File: src/rtl/mmtmr_pkg.sv
package mmtmr_pkg;
  typedef enum logic [1:0] {
    MD_WAVE    = 2'd0,
    MD_DUALCAP = 2'd1,
    MD_DUALTMR = 2'd2,
    MD_CAPTMR  = 2'd3
  } mmtmr_mode_e;

  localparam int NUM_FLAGS = 4;
  localparam int FL_UF1  = 0;
  localparam int FL_UF2  = 1;
  localparam int FL_CAPA = 2;
  localparam int FL_CAPB = 3;
endpackage

File: src/rtl/mmtmr_presc.sv
module mmtmr_presc #(
  parameter int PRE_W = 8
) (
  input  logic             clk,
  input  logic             rst,
  input  logic             en,
  input  logic [PRE_W-1:0] pre_div,
  output logic             tick
);
  logic [PRE_W-1:0] pcnt;

  assign tick = en && (pcnt >= pre_div);

  always_ff @(posedge clk) begin
    if (rst) begin
      pcnt <= '0;
    end else if (en) begin
      if (tick) pcnt <= '0;
      else      pcnt <= pcnt + 1'b1;
    end
  end

  AST_PRESC_FREEZE: assert property (@(posedge clk) disable iff (rst)
    !en |=> $stable(pcnt));
endmodule

File: src/rtl/mmtmr_edge.sv
module mmtmr_edge #(
  parameter int SYNC_STAGES = 2
) (
  input  logic clk,
  input  logic rst,
  input  logic pin,
  input  logic pol,
  output logic edge_hit
);
  localparam int LAST = SYNC_STAGES - 1;

  logic [SYNC_STAGES-1:0] sync_q;
  logic                   prev_q;

  always_ff @(posedge clk) begin
    if (rst) begin
      sync_q <= '0;
      prev_q <= 1'b0;
    end else begin
      sync_q <= {sync_q[SYNC_STAGES-2:0], pin};
      prev_q <= sync_q[LAST];
    end
  end

  assign edge_hit = pol ? (prev_q & ~sync_q[LAST]) : (~prev_q & sync_q[LAST]);

  AST_EDGE_SINGLE: assert property (@(posedge clk) disable iff (rst)
    edge_hit |=> (!edge_hit || pol != $past(pol)));
endmodule

File: src/rtl/mmtmr_chan.sv
module mmtmr_chan #(
  parameter int CNT_W = 16
) (
  input  logic             clk,
  input  logic             rst,
  input  logic             step,
  input  logic [CNT_W-1:0] reload,
  output logic [CNT_W-1:0] cnt,
  output logic             uf
);
  assign uf = step && (cnt == '0);

  always_ff @(posedge clk) begin
    if (rst)       cnt <= '0;
    else if (uf)   cnt <= reload;
    else if (step) cnt <= cnt - 1'b1;
  end

  AST_CHAN_RELOAD: assert property (@(posedge clk) disable iff (rst)
    (step && cnt == '0) |=> (cnt == $past(reload)));
  AST_CHAN_DEC: assert property (@(posedge clk) disable iff (rst)
    (step && cnt != '0) |=> (cnt == $past(cnt) - 1'b1));
  AST_CHAN_HOLD: assert property (@(posedge clk) disable iff (rst)
    !step |=> $stable(cnt));
endmodule

File: src/rtl/mmtmr_top.sv
module mmtmr_top #(
  parameter int CNT_W       = 16,
  parameter int PRE_W       = 8,
  parameter int SYNC_STAGES = 2
) (
  input  logic             clk,
  input  logic             rst,
  input  logic             en,
  input  logic [1:0]       mode,
  input  logic [PRE_W-1:0] pre_div,
  input  logic [1:0]       src_ext,
  input  logic             pol_a,
  input  logic             pol_b,
  input  logic [CNT_W-1:0] rl1_hi,
  input  logic [CNT_W-1:0] rl1_lo,
  input  logic [CNT_W-1:0] rl2,
  input  logic [3:0]       flag_clr,
  input  logic             pin_a,
  input  logic             pin_b,
  output logic             pwm_out,
  output logic [CNT_W-1:0] cap_a,
  output logic [CNT_W-1:0] cap_b,
  output logic             uf1_flag,
  output logic             uf2_flag,
  output logic             capa_flag,
  output logic             capb_flag
);
  import mmtmr_pkg::*;

  mmtmr_mode_e md;
  assign md = mmtmr_mode_e'(mode);

  logic tick;
  logic [1:0] pins, pols, edges;
  assign pins = {pin_b, pin_a};
  assign pols = {pol_b, pol_a};

  mmtmr_presc #(.PRE_W(PRE_W)) u_presc (
    .clk(clk), .rst(rst), .en(en), .pre_div(pre_div), .tick(tick)
  );

  for (genvar gi = 0; gi < 2; gi++) begin : g_pin
    mmtmr_edge #(.SYNC_STAGES(SYNC_STAGES)) u_edge (
      .clk(clk), .rst(rst), .pin(pins[gi]), .pol(pols[gi]), .edge_hit(edges[gi])
    );
  end

  // Step source selection per counter
  logic step1, step2;
  always_comb begin
    unique case (md)
      MD_CAPTMR:  step1 = en && edges[0];
      MD_DUALTMR: step1 = en && (src_ext[0] ? edges[0] : tick);
      default:    step1 = tick;
    endcase
    if (md == MD_DUALTMR && src_ext[1]) step2 = en && edges[1];
    else                                step2 = tick;
  end

  // Counter 1 reload: alternates in waveform mode
  logic [CNT_W-1:0] reload1;
  always_comb begin
    if (md == MD_WAVE && pwm_out) reload1 = rl1_lo;
    else                          reload1 = rl1_hi;
  end

  logic [CNT_W-1:0] cnt1, cnt2;
  logic             uf1, uf2;

  mmtmr_chan #(.CNT_W(CNT_W)) u_chan1 (
    .clk(clk), .rst(rst), .step(step1), .reload(reload1), .cnt(cnt1), .uf(uf1)
  );
  mmtmr_chan #(.CNT_W(CNT_W)) u_chan2 (
    .clk(clk), .rst(rst), .step(step2), .reload(rl2), .cnt(cnt2), .uf(uf2)
  );

  // Capture routing
  logic             cap_a_hit, cap_b_hit;
  logic [CNT_W-1:0] cap_b_src;
  always_comb begin
    cap_a_hit = (md == MD_DUALCAP) && edges[0];
    cap_b_hit = ((md == MD_DUALCAP) || (md == MD_CAPTMR)) && edges[1];
    cap_b_src = (md == MD_CAPTMR) ? cnt2 : cnt1;
  end

  always_ff @(posedge clk) begin
    if (rst) begin
      cap_a <= '0;
      cap_b <= '0;
    end else begin
      if (cap_a_hit) cap_a <= cnt1;
      if (cap_b_hit) cap_b <= cap_b_src;
    end
  end

  // Waveform output
  always_ff @(posedge clk) begin
    if (rst)              pwm_out <= 1'b0;
    else if (md != MD_WAVE) pwm_out <= 1'b0;
    else if (uf1)         pwm_out <= ~pwm_out;
  end

  // Sticky flags, set wins over clear
  logic [NUM_FLAGS-1:0] flag_q, flag_set;
  always_comb begin
    flag_set          = '0;
    flag_set[FL_UF1]  = uf1;
    flag_set[FL_UF2]  = uf2;
    flag_set[FL_CAPA] = cap_a_hit;
    flag_set[FL_CAPB] = cap_b_hit;
  end

  always_ff @(posedge clk) begin
    if (rst) flag_q <= '0;
    else     flag_q <= (flag_q & ~flag_clr) | flag_set;
  end

  assign uf1_flag  = flag_q[FL_UF1];
  assign uf2_flag  = flag_q[FL_UF2];
  assign capa_flag = flag_q[FL_CAPA];
  assign capb_flag = flag_q[FL_CAPB];

  AST_WAVE_IDLE: assert property (@(posedge clk) disable iff (rst)
    (md != MD_WAVE) |=> !pwm_out);
  AST_UF1_STICKY: assert property (@(posedge clk) disable iff (rst)
    (uf1_flag && !flag_clr[0]) |=> uf1_flag);
  AST_UF_SETS: assert property (@(posedge clk) disable iff (rst)
    uf2 |=> uf2_flag);
  AST_CAPA_QUIET: assert property (@(posedge clk) disable iff (rst)
    (md == MD_WAVE || md == MD_DUALTMR || md == MD_CAPTMR) |=> $stable(cap_a));
  AST_CAPB_QUIET: assert property (@(posedge clk) disable iff (rst)
    (md == MD_WAVE || md == MD_DUALTMR) |=> $stable(cap_b));
endmodule

File: config.mk
export PLATFORM = sky130hd
export DESIGN_NAME = mmtmr_top
export DESIGN_NICKNAME = d
export VERILOG_FILES = /design/src/rtl/mmtmr_pkg.sv /design/src/rtl/mmtmr_presc.sv /design/src/rtl/mmtmr_edge.sv /design/src/rtl/mmtmr_chan.sv /design/src/rtl/mmtmr_top.sv
export SDC_FILE = /design/constraint.sdc
export NUM_CORES = 1
export LEC_CHECK = 0
export CORE_MARGIN = 1
export CORE_UTILIZATION = 40
export CTS_CLUSTER_DIAMETER = 200
export DETAILED_ROUTE_END_ITERATION = 12
export PLACE_DENSITY = 0.73
export SYNTH_ARGS = -nofsm -noshare
export SYNTH_HDL_FRONTEND = slang
export SYNTH_SLANG_ARGS = --single-unit
File: constraint.sdc
create_clock -name clk -period 2.9 [get_ports clk]
set_clock_uncertainty 0.1 [all_clocks]
set_input_delay 0.58 -clock clk [delete_from_list [all_inputs] [get_ports clk]]
set_output_delay 0.58 -clock clk [all_outputs]
set_load 0.1 [all_outputs]
---- Yosys cells after proc, flatten, opt, wreduce, memory -nomap -nowiden ----
Cells that the tools add are included.
storage, ports and cells
  register bits after elaboration ......... 83
  output and inout bits ................... 37
  logic and storage cells ................. 60
cells by class
  equal/unequal tests ..................... 3
  muxes and demuxes ....................... 12
  bitwise logic cells ..................... 12
  add/sub/neg operators ................... 3
  order comparisons ....................... 1
  reductions and logical operators ........ 18
operators by type and width
  cell                     number
  $mux W16                 6
  $logic_not A16 Y1        2
  $sub A16 B1 Y16 const B  2
  $logic_and A1 B1 Y1      10
  $add A8 B1 Y8 const B    1
  $ge A8 B8 Y1             1
  $mux W8                  1
  $reduce_bool A2 Y1       3
  $not A1 Y1               5
  $and A1 B1 Y1            4
  $and A4 B4 Y4            1
  $eq A2 B2 Y1 const B     2
  $mux W1                  4
  $not A4 Y4               1
  $or A4 B4 Y4             1
  $eq A2 B1 Y1 const B     1
  $logic_not A2 Y1         1
  $pmux W1 S2              1
  $reduce_or A2 Y1         1
  $logic_or A1 B1 Y1       1

---- Depth between registers and ports, before layout ----
  depth after elaboration ................. 8
  gate-level depth with buffers ........... 10
  gate-level depth less buffers ........... 8

---- By module ----
From an unflattened synthesis, not the netlist that was laid out.
unflattened totals
  cells, all modules ...................... 541
  area total of the unflattened synthesis .. 4855.9 um^2
modules (own cells, without submodules)
  module       cells each  times used  area an instance (um^2)
  mmtmr_chan   134         2           1089.8
  mmtmr_top    188         1           1891.8
  mmtmr_presc  67          1           581.8
  mmtmr_edge   9           2           101.3

---- Least setup slack after synthesis ----
Ideal clock, no wire load.
  kind .................................... input to register
  start ................................... input port pre_div[0]
  end ..................................... register u_chan2.cnt[2]
  path buffers ............................ 1
  data required time ...................... 2.685 ns
  stages .................................. 8
  setup slack ............................. 0.244 ns
  data arrival time ....................... 2.442 ns
  library setup time ...................... 0.115 ns
  cell sequence ........................... ha_1 > nand2b_1 > a2111oi_0 > o31a_1 > a2bb2oi_2 > clkbuf_1 > a21oi_1 > o21a_1
between the ends
  cells in the longest elaborated chain, start to end .. 5
  elaborated cells on any way between the ends .. 6
  classes of those cells .................. order compare: 1; mux: 2; reduce/logical: 3
ends and longest elaborated chain
  item                                                   RTL line           text
  start: declaration                                     mmtmr_top.sv:10    input logic [PRE_W-1:0] pre_div,
  $ge A8 B8 Y1 *                                         mmtmr_presc.sv:12  assign tick = en && (pcnt >= pre_div);
  $logic_and A1 B1 Y1 *                                  mmtmr_presc.sv:12
  $mux W1 *                                              mmtmr_top.sv:56    if (md == MD_DUALTMR && src_ext[1]) step2 = en && edges[1];
  $logic_and A1 B1 Y1                                    mmtmr_chan.sv:11   assign uf = step && (cnt == '0);
  $mux W16 / $reduce_bool A2 Y1 (equally long branches)  -
  end signal: assignment                                 mmtmr_chan.sv:15   else if (uf) cnt <= reload;
  end signal: assignment                                 mmtmr_chan.sv:16   else if (step) cnt <= cnt - 1'b1;
  end: declaration                                       mmtmr_chan.sv:8    output logic [CNT_W-1:0] cnt,
Mark *: on every way between the ends. The rest lies on a longest branch, timed or not.
A chain may end at the register's enable or synchronous reset.

---- Worst setup path after layout ----
  start ................................... input port pre_div[0]
  end ..................................... register u_chan2.cnt[1]
The elaborated chain is that of the path after synthesis.

==> metrics list <==
- After synthesis, the mean cell area works out to 8.13 µm².
- Number of global-route vias before repair: slightly above 4000
- Synthesis-stage register bit count: 83
- GP Congestion: between 0.8 and 0.9
- For the pin with the worst max-slew slack, the measured transition is 0.571 ns.
- Number of nets produced by synthesis: 622
- CTS buffer count: 9
- In this run the worst path has a maximum fanout of 19.
- Proportion of synthesized flip-flops having asynchronous set or reset: 0%
* Pin count of the biggest net entering global routing: 46
- Drt first-iter violations: 269
* Post-synthesis share of cell area spent on xor and xnor gates: 1.40%
- Static timing analysis puts the maximum clock frequency at 0.365 GHz.
- Overall Global Routing Usage: 22.2%
- The total overflow left after global routing is 0.
- Timing analysis after detailed placement gives a worst setup slack of -0.187 ns.
- Summing internal, switching and leakage power gives 2.68 mW.
- DR vias/cell: around 5.6
- Number of clock sinks: 83
- R2R depth: 7
- In this run, distinct cell masters in the synthesized netlist total 60.
* Antenna diode count: 0
- Row generation in the floorplan step produced 37 rows.
* Cell taking the most area after synthesis: sky130_fd_sc_hd__dfxtp_1
- Mux cell area share after synthesis: 8.35%
* Syn. warnings: 0
- In this run the count of I/O pins placed on the die edge is around 110.
* P&R area growth vs syn: 30.8%
- The number of antenna violations at the first check in global routing came to 0.
- I/O Buffers: 107
- Detailed-route via count: 4340
- For this design, the CTS-stage hold fixing added 0 buffers.
- Count of max-cap constraint violations: 0
- Of the total synthesized cell area, the portion taken by full adders, half adders and majority gates is 3.14%.
* Cells after DPL: around 760
* Antenna Nets Post-Route: 0
- The initial utilization of the core area, before any placement, comes to around two fifths.
* Arrival @ worst endpoint: 2.92 ns
- Max Transition Viols Final: 0
* Core area: roughly 0.010 mm²
* Remaining max-slew budget at the tightest pin: approximately three fifths
- Final hold viol count: 0
* Post-synth design cell area: between 0.004 and 0.005 mm²
- Die Outline Area: 0.0114 mm²
- In the finished design, the share of the clock period the worst path needs comes to 94.4%.
- HPWL reported at the end of detailed placement: 8.98 mm
- For this design the ratio of total power to cell area is 467 mW/mm².
- Number of flops mapped to enable cells by yosys: 0
- Largest family of logic cells by synthesized area: simple AND/OR/NAND/NOR gates
- Category of the most critical setup path: in2reg
- The pre-antenna-repair detailed-routing pass consisted of 5 iterations.
- Post-detailed-routing wire length: 12.3 mm
- Basic-gate share of the synthesized area counting and, or, nand and nor cells: 23.9%
- In the post-route analysis, the smallest setup slack over all paths is 0.162 ns.
* Commonest cells in the netlist: 83 x sky130_fd_sc_hd__dfxtp_1, 75 x sky130_fd_sc_hd__nor2_1, 40 x sky130_fd_sc_hd__nand2_1
- Clock Pin Slew Worst Setup and Hold Paths: 0.08 ns
- The synthesized netlist devotes 19.7% of its cell area to compound gates.
* Kind of launch point of the worst setup path: primary input
* Clk Tree Root Cell: sky130_fd_sc_hd__clkbuf_8
- For the worst-skew pair, the clock arrives at the later sink with an insertion delay of 0.35 ns.
- TritonCTS built the clock tree.
* Fraction of final layout cells sized beyond drive strength 1: 13.2%
* Most frequent cell after synthesis: sky130_fd_sc_hd__dfxtp_1
- Seq/Total Area, Yosys: 37.9%
- DRC: 0
* Class of the most critical hold timing path: reg2reg
- Post-layout net count: 720
- Along the worst hold path, the cell count comes to 1.
* Final non-filler cell total: 779
- Crit path capture type: flop
- Result of the run: finished, final reports clean
* Deepest clock path buffer count: 2
- Setup total negative slack on the finished layout was measured at 0 ns.
* Leading register cell type out of synthesis: sky130_fd_sc_hd__dfxtp_1
* Cell count after synthesis: 540
- Synth area leaders: sky130_fd_sc_hd__dfxtp_1 38%, sky130_fd_sc_hd__mux2i_1 7.1%, sky130_fd_sc_hd__nor2_1 6.4%, sky130_fd_sc_hd__a21oi_1 4.4%, sky130_fd_sc_hd__nand2_1 3.4%
- First-pass GRT wire length: 20.2 mm
- Wire per inst: 15.8 µm
* Setup violations, final: 0
* Peak VDD IR: 0.229 mV
* Setup repair after global routing missed its margin: no
* Fraction of post-synthesis cell area in the top cell type by area: 37.9%
- Leakage: 2.26 nW
- After layout, the minimum clock period comes to roughly 2.7 ns.
* Data required time of the critical path: 3.08 ns
- H-tree depth reported by CTS: 3
- Die outline width: 107 µm
- The die is 107 µm tall.
* Worst hold-check slack: 0.341 ns
==> kinds of logic after synthesis <==
logic type | after synthesis
AND/OR/NAND/NOR | 213
buffers and inverters | 59
flip-flops | 83
XOR/XNOR | 7
adder cells (fa/ha/maj) | 11
AO/OA/AOI/OAI | 131
multiplexers | 36
==> cell type report <==
class                      instances  area [µm²]
clock buffer                      11         131
clock inverter                     5        77.6
fill                            1003        4720
inverter                          21        78.8
multi-input combinational        398        2490
sequential                        83        1660
tap                              136         170
timing repair buffer             125        1130
==> what timing repair did <==
action,4_1_cts,5_1_grt
setup endpoints to repair,0,3
resized for setup,0,0
setup buffers,0,1
==> sequential cells by signal (all words and copies together), names as in the netlist <==
signal / count
u_presc.pcnt: 8
pwm_out: 1
cap_a: 16
cap_b: 16
flag_q: 4
g_pin.u_edge.prev_q: 2
g_pin.u_edge.sync_q: 4
u_chan1.cnt: 16
u_chan2.cnt: 16
==> report_power, final <==
part / total, mW / switching (mW) / internal (mW)
Clock: 0.896 / 0.413 / 0.483
Sequential: 1.20 / 0.0331 / 1.17
Combinational: 0.589 / 0.349 / 0.241
Total: 2.68 / 0.794 / 1.89
==> per-layer routing <==
layer / global-route usage [%] / wire length, µm / vias to the layer above / part of all wire [%]
li1: - / - / 2136 / -
met1: 29.3 / 5670 / 2046 / 46
met2: 37.0 / 5830 / 143 / 47
met3: 3.28 / 600 / 15 / 4.9
met4: 7.24 / 193 / 0 / 1.6
met5: 0 / 0 / - / 0
==> final timing paths <==
kind                                                  end                      start  slack (ns)
worst max register to register                    pwm_out             u_chan1.cnt[0]        0.21
worst min register to register  g_pin[1].u_edge.sync_q[1]  g_pin[1].u_edge.sync_q[0]        0.34
worst min-delay path            g_pin[1].u_edge.sync_q[1]  g_pin[1].u_edge.sync_q[0]        0.34
worst max-delay path                       u_chan2.cnt[1]                 pre_div[0]        0.16
==> cell usage in the layout, fill, tap and decap left out, types with 4 or more instances in the layout <==
cell	netlist	routed
sky130_fd_sc_hd__nand4_1	7	7
sky130_fd_sc_hd__nor2b_1	11	10
sky130_fd_sc_hd__o21ai_0	9	9
sky130_fd_sc_hd__mux2i_1	31	31
sky130_fd_sc_hd__clkbuf_8	0	9
sky130_fd_sc_hd__clkdlybuf4s50_1	0	69
sky130_fd_sc_hd__o21ai_1	22	22
sky130_fd_sc_hd__nor4_1	4	4
sky130_fd_sc_hd__inv_1	21	21
sky130_fd_sc_hd__a211oi_1	5	5
sky130_fd_sc_hd__nor3_1	15	15
sky130_fd_sc_hd__a311oi_1	16	16
sky130_fd_sc_hd__o41ai_1	6	6
sky130_fd_sc_hd__buf_4	1	53
sky130_fd_sc_hd__xor2_1	5	5
sky130_fd_sc_hd__nand2_1	40	40
sky130_fd_sc_hd__o211ai_1	4	4
sky130_fd_sc_hd__mux2_2	5	5
sky130_fd_sc_hd__dfxtp_1	83	83
sky130_fd_sc_hd__ha_1	11	11
sky130_fd_sc_hd__o31ai_1	4	4
sky130_fd_sc_hd__nor2_1	75	75
sky130_fd_sc_hd__a21oi_1	39	39
sky130_fd_sc_hd__nand3_1	29	29
sky130_fd_sc_hd__nand2b_1	5	5
sky130_fd_sc_hd__and3_1	4	4
==> per-stage QoR <==
stage	area [µm²]	utilization [%]
global placement	5520	52.8
floorplan	4390	-
finish	5740	54.9
detailed placement	5520	52.8
global route	5740	54.9
CTS	5730	54.8
==> worst max-delay path, cell delays in order <==
cell and delay (ns):
sky130_fd_sc_hd__clkdlybuf4s50_1 0.40, sky130_fd_sc_hd__ha_1 0.28, sky130_fd_sc_hd__nand2b_1 0.13, sky130_fd_sc_hd__a2111oi_0 0.47, sky130_fd_sc_hd__o31a_1 0.28, sky130_fd_sc_hd__buf_4 0.15
sky130_fd_sc_hd__a2bb2oi_2 0.18, sky130_fd_sc_hd__buf_12 0.17, sky130_fd_sc_hd__a211oi_1 0.05, sky130_fd_sc_hd__a211oi_1 0.21
Note: power is estimated with default switching activity, not from simulation.
